===== src/rtl/tdec_pkg.sv =====
package tdec_pkg;

  localparam int unsigned RES_W   = 6;
  localparam int unsigned RES_UND = 0;
  localparam int unsigned RES_TL1 = 1;
  localparam int unsigned RES_TL2 = 2;
  localparam int unsigned RES_TL3 = 3;
  localparam int unsigned RES_HLT = 4;
  localparam int unsigned RES_OK  = 5;

  localparam int unsigned SYN_W    = 6;
  localparam logic [SYN_W-1:0] SYN_TRAP = 6'h18;

  typedef logic [RES_W-1:0] res_t;

  typedef struct packed {
    logic is_write;
    logic lvl3_exists;
    logic lvl2_enabled;
    logic trap_l1;
    logic trap_l2;
    logic trap_l3;
    logic fg_present;
    logic fg_l3_en;
    logic fg_rd_trap;
    logic fg_wr_trap;
    logic sdbg_undef;
    logic sdbg_undef_prio;
    logic xtrc_present;
    logic os_locked;
    logic halt_permit;
    logic dbg_trap;
    logic l1_is_32bit;
  } tdec_ctl_t;

  function automatic res_t res_onehot(input int unsigned idx);
    res_t r;
    r = '0;
    r[idx] = 1'b1;
    return r;
  endfunction

endpackage


===== src/rtl/tdec_halt_eval.sv =====
module tdec_halt_eval
  import tdec_pkg::*;
#(
  parameter bit NEED_64BIT_L1 = 1'b1
) (
  input  tdec_ctl_t ctl,
  output logic      halt_hit
);

  logic base_hit;

  always_comb begin
    base_hit = ctl.xtrc_present & ~ctl.os_locked & ctl.halt_permit & ctl.dbg_trap;
  end

  generate
    if (NEED_64BIT_L1) begin : g_strict
      always_comb halt_hit = base_hit & ~ctl.l1_is_32bit;
    end else begin : g_relaxed
      always_comb halt_hit = base_hit;
    end
  endgenerate

endmodule


===== src/rtl/tdec_level_chain.sv =====
module tdec_level_chain
  import tdec_pkg::*;
#(
  parameter int unsigned LEVEL = 1
) (
  input  tdec_ctl_t ctl,
  input  logic      halt_hit,
  output res_t      res
);

  logic prio_undef;
  logic l3_hit;
  logic fg_dir_bit;
  logic fg_hit;
  res_t l3_res;

  always_comb begin
    prio_undef = ctl.lvl3_exists & ctl.sdbg_undef_prio & ctl.trap_l3;
    l3_hit     = ctl.lvl3_exists & ctl.trap_l3;
    fg_dir_bit = ctl.is_write ? ctl.fg_wr_trap : ctl.fg_rd_trap;
    fg_hit     = ctl.lvl2_enabled & ctl.fg_present
               & (~ctl.lvl3_exists | ctl.fg_l3_en) & fg_dir_bit;
    l3_res     = ctl.sdbg_undef ? res_onehot(RES_UND) : res_onehot(RES_TL3);
  end

  generate
    if (LEVEL == 1) begin : g_lvl1
      always_comb begin
        if (prio_undef)                          res = res_onehot(RES_UND);
        else if (ctl.trap_l1)                    res = res_onehot(RES_TL1);
        else if (ctl.lvl2_enabled & ctl.trap_l2) res = res_onehot(RES_TL2);
        else if (fg_hit)                         res = res_onehot(RES_TL2);
        else if (l3_hit)                         res = l3_res;
        else if (halt_hit)                       res = res_onehot(RES_HLT);
        else                                     res = res_onehot(RES_OK);
      end
    end else if (LEVEL == 2) begin : g_lvl2
      always_comb begin
        if (prio_undef)        res = res_onehot(RES_UND);
        else if (ctl.trap_l2)  res = res_onehot(RES_TL2);
        else if (l3_hit)       res = l3_res;
        else if (halt_hit)     res = res_onehot(RES_HLT);
        else                   res = res_onehot(RES_OK);
      end
    end else begin : g_lvl3
      always_comb begin
        if (ctl.trap_l3)       res = res_onehot(RES_TL3);
        else if (halt_hit)     res = res_onehot(RES_HLT);
        else                   res = res_onehot(RES_OK);
      end
    end
  endgenerate

endmodule


===== src/rtl/tdec_syndrome.sv =====
module tdec_syndrome
  import tdec_pkg::*;
(
  input  res_t             res,
  output logic [SYN_W-1:0] syn
);

  logic is_trap;

  always_comb begin
    is_trap = res[RES_TL1] | res[RES_TL2] | res[RES_TL3];
    syn     = is_trap ? SYN_TRAP : '0;
  end

endmodule


===== src/rtl/trace_acc_trap_dec.sv =====
module trace_acc_trap_dec
  import tdec_pkg::*;
(
  input  logic [1:0]       cur_lvl,
  input  logic             is_write,
  input  logic             lvl3_exists,
  input  logic             lvl2_enabled,
  input  logic             trap_l1,
  input  logic             trap_l2,
  input  logic             trap_l3,
  input  logic             fg_present,
  input  logic             fg_l3_en,
  input  logic             fg_rd_trap,
  input  logic             fg_wr_trap,
  input  logic             sdbg_undef,
  input  logic             sdbg_undef_prio,
  input  logic             xtrc_present,
  input  logic             os_locked,
  input  logic             halt_permit,
  input  logic             dbg_trap,
  input  logic             l1_is_32bit,
  output logic [RES_W-1:0] outcome,
  output logic [SYN_W-1:0] syn_class
);

  localparam int unsigned NUM_LVL = 4;

  tdec_ctl_t ctl;
  logic      halt_relaxed;
  logic      halt_strict;
  res_t      lvl_res [NUM_LVL];
  res_t      sel_res;

  always_comb begin
    ctl.is_write        = is_write;
    ctl.lvl3_exists     = lvl3_exists;
    ctl.lvl2_enabled    = lvl2_enabled;
    ctl.trap_l1         = trap_l1;
    ctl.trap_l2         = trap_l2;
    ctl.trap_l3         = trap_l3;
    ctl.fg_present      = fg_present;
    ctl.fg_l3_en        = fg_l3_en;
    ctl.fg_rd_trap      = fg_rd_trap;
    ctl.fg_wr_trap      = fg_wr_trap;
    ctl.sdbg_undef      = sdbg_undef;
    ctl.sdbg_undef_prio = sdbg_undef_prio;
    ctl.xtrc_present    = xtrc_present;
    ctl.os_locked       = os_locked;
    ctl.halt_permit     = halt_permit;
    ctl.dbg_trap        = dbg_trap;
    ctl.l1_is_32bit     = l1_is_32bit;
  end

  tdec_halt_eval #(.NEED_64BIT_L1(1'b0)) u_halt_relaxed (
    .ctl      (ctl),
    .halt_hit (halt_relaxed)
  );

  tdec_halt_eval #(.NEED_64BIT_L1(1'b1)) u_halt_strict (
    .ctl      (ctl),
    .halt_hit (halt_strict)
  );

  always_comb lvl_res[0] = res_onehot(RES_UND);

  generate
    for (genvar g = 1; g < NUM_LVL; g++) begin : g_chain
      tdec_level_chain #(.LEVEL(g)) u_chain (
        .ctl      (ctl),
        .halt_hit ((g == 1) ? halt_relaxed : halt_strict),
        .res      (lvl_res[g])
      );
    end
  endgenerate

  always_comb begin
    sel_res = lvl_res[cur_lvl];
  end

  tdec_syndrome u_syn (
    .res (sel_res),
    .syn (syn_class)
  );

  always_comb outcome = sel_res;

endmodule


===== config.mk =====
export PLATFORM = sky130hd
export DESIGN_NAME = trace_acc_trap_dec
export DESIGN_NICKNAME = d
export VERILOG_FILES = /design/src/rtl/tdec_pkg.sv /design/src/rtl/tdec_halt_eval.sv /design/src/rtl/tdec_level_chain.sv /design/src/rtl/tdec_syndrome.sv /design/src/rtl/trace_acc_trap_dec.sv
export SDC_FILE = /design/constraint.sdc
export NUM_CORES = 1
export LEC_CHECK = 0
export BUFFER_PORTS_ARGS = -buffer_cell sky130_fd_sc_hd__buf_2
export CAP_MARGIN = 10
export CORE_MARGIN = 2
export CORE_UTILIZATION = 35
export DETAILED_ROUTE_END_ITERATION = 10
export GPL_ROUTABILITY_DRIVEN = 0
export PLACE_DENSITY_LB_ADDON = 0.05
export SLEW_MARGIN = 5
export SYNTH_ARGS = -nofsm -noshare
export SYNTH_HDL_FRONTEND = slang
export SYNTH_HIERARCHICAL = 1
export SYNTH_SLANG_ARGS = --single-unit
export TNS_END_PERCENT = 50

===== constraint.sdc =====
create_clock -name vclk -period 2.7
set_input_delay 0.54 -clock vclk [all_inputs]
set_output_delay 0.54 -clock vclk [all_outputs]
set_load 0.01 [all_outputs]

==> impl_metrics.json <==
{
  "drive_above_1_share": 0.5732,
  "die_w_um": 41.29,
  "hpwl_um": 904.8,
  "antenna_left": 0,
  "finalCritPeriodShare": 0.9902,
  "synth_commonest_cells": "buf_4, a22o_1, mux2_2, nand2_1, conb_1",
  "grt_pass1_vias": 405,
  "synthTopCellsByArea": "buf_4, mux2_2, a22o_1",
  "min_path_type": "in2out",
  "synth_top_area_cell": "buf_4",
  "syn_area_sq_um": 486.7,
  "seq_cells": 0,
  "n_antenna_cell": 0,
  "vias": 460,
  "clockPowerShare": 0,
  "hold_viol_final": 0,
  "drcViolationCount": 0,
  "start_util": 0.3740,
  "critical_path_required_ns": 2.16,
  "crit_path_frequent_cell": "buf_2",
  "drt_iter0_drc": 1,
  "status": "finished, final reports clean",
  "die_h_um": 41.29,
  "cp_max_fo": 2,
  "yosys.cell_count.top_type": "buf_4",
  "ys_seq_area_frac": 0,
  "power.density_nw_per_um2": 150.8,
  "detail_route.wl_per_cell_um": 10.57,
  "maxCapViolations": 0,
  "io_pins": 31,
  "crit_arrival_ns": 2.13,
  "std_cell_rows": 13,
  "ir_worst_vdd_uv": 47.56,
  "area_delta_synth_final_pct": 24.94,
  "vias_per_cell": 4.742,
  "netSwitchingFraction": 0.4744,
  "die-area_sq_um": 1705,
  "finalWirelength_mm": 1.025,
  "synth.distinct_cells": 30,
  "setup_tns_ns": 0,
  "combPwrFrac": 1.000,
  "cp-end-kind": "primary output",
  "p_switching_uw": 43.51,
  "netlist_instances": 58,
  "placed_cells_incl_taps": 96,
  "fillers": 140,
  "crit_slowest_cell": "or3_4",
  "yosysTopAreaCellShare": 0.1697,
  "final_max_slew_viol_count": 0,
  "critical_path_buf_inv_count": 3,
  "multi_input_area_sq_um": 416.7,
  "critPathLaunchType": "input pin",
  "max_freq_ghz": 0.3740,
  "grt_antenna_before_repair": 0,
  "core_area_sq_um": 1301,
  "register_area_sq_um": 0,
  "rsz0062_at_grt": "yes",
  "cp_top_family": "simple AND/OR/NAND/NOR gates",
  "clockBufferCount": 0,
  "drtPass1Iterations": 2,
  "grt_first_pass_wirelength_mm": 1.538,
  "setup_viol": 0,
  "layout.cells.non_filler": 97,
  "slowest_delay_ns": 0.38,
  "nNetsFinal": 103,
  "avgSynthCellArea_sq_um": 8.392,
  "grt_usage": 0.1290,
  "crit_chain": "buf_2 -> mux2i_2 -> o31ai_4 -> buf_6 -> nor2_1 -> mux2_2 -> a22o_1 -> or3_4 -> buf_2",
  "yosysWarnings": 6,
  "grt_max_degree": 8,
  "fin_crit_ns": 2.674,
  "overflow": 0,
  "setup.worst_path.class": "in2out",
  "numPortBuffers": 27,
  "p_int_uw": 48.20,
  "p_seq_frac": 0,
  "hold_ws_ns": 1.453,
  "power_leakage_nw": 0.3123
}
cell usage in the layout, fill, tap and decap left out, types with 2 or more instances in the layout:
cell	instances
a22o_1	5
buf_2	27
buf_4	3
conb_1	8
mux2_2	4
nand2_1	4
nand3_1	2
nor2_1	2
nor2b_4	2
nor3_1	2
nor4b_2	2
power groups by stage:
stage          registers [mW]  logic, mW  clock network (mW)
3_3_place_gp                0     0.0871                   0
3_5_place_dp                0     0.0869                   0
4_1_cts                     0     0.0908                   0
6_report                    0     0.0917                   0
5_1_grt                     0      0.102                   0
2_1_floorplan               0     0.0633                   0
final timing paths:
kind	from	end	depth (start not counted)
worst max-delay path	is_write	syn_class[4]	9
worst min-delay path	cur_lvl[0]	outcome[0]	3
final cells by class:
| type | instances | share of cell area |
|---|---|---|
| multi-input combinational | 50 | 0.6852 |
| inverter | 1 | 0.006173 |
| timing repair buffer | 31 | 0.2778 |
| tap | 15 | 0.03086 |
stage by stage:
step	setup WS [ns]	utilization	power, mW	area (sq um)
after detailed placement	-0.01818	0.4519	0.08691	588.1
after floorplan	0.03133	-	0.06334	505.5
final	0.02641	0.4673	0.09171	608.1
after CTS	0.02195	0.4635	0.09077	603.1
after global placement	0.01166	0.4519	0.08708	588.1
after global routing	-0.04419	0.4673	0.1018	608.1
cells by family after synthesis:
group                  count (synthesis)  synth area share
other                                  3           0.02313
AOI/OAI and AO/OA                     10            0.1954
and+or+nand+nor                       25            0.4165
buffers and inverters                 13            0.2005
muxes                                  7            0.1645
per-layer routing:
metal,GRT usage,part of all wire,wire [um],vias to the layer above
li1,-,-,-,241
met1,0.1619,0.43,441,204
met2,0.2500,0.51,526,15
met3,0.01064,0.057,58,0
met4,0,0,0,0
met5,0,0,0,-
timing repair:
item,CTS,global route
hold buffers,0,0
gates cloned,0,0
setup endpoints to repair,2,2
resized for setup,2,1
setup buffers,1,0
pin swaps,1,0
endpoints found under the hold margin,0,0
Power figures use the tool's default switching activity.
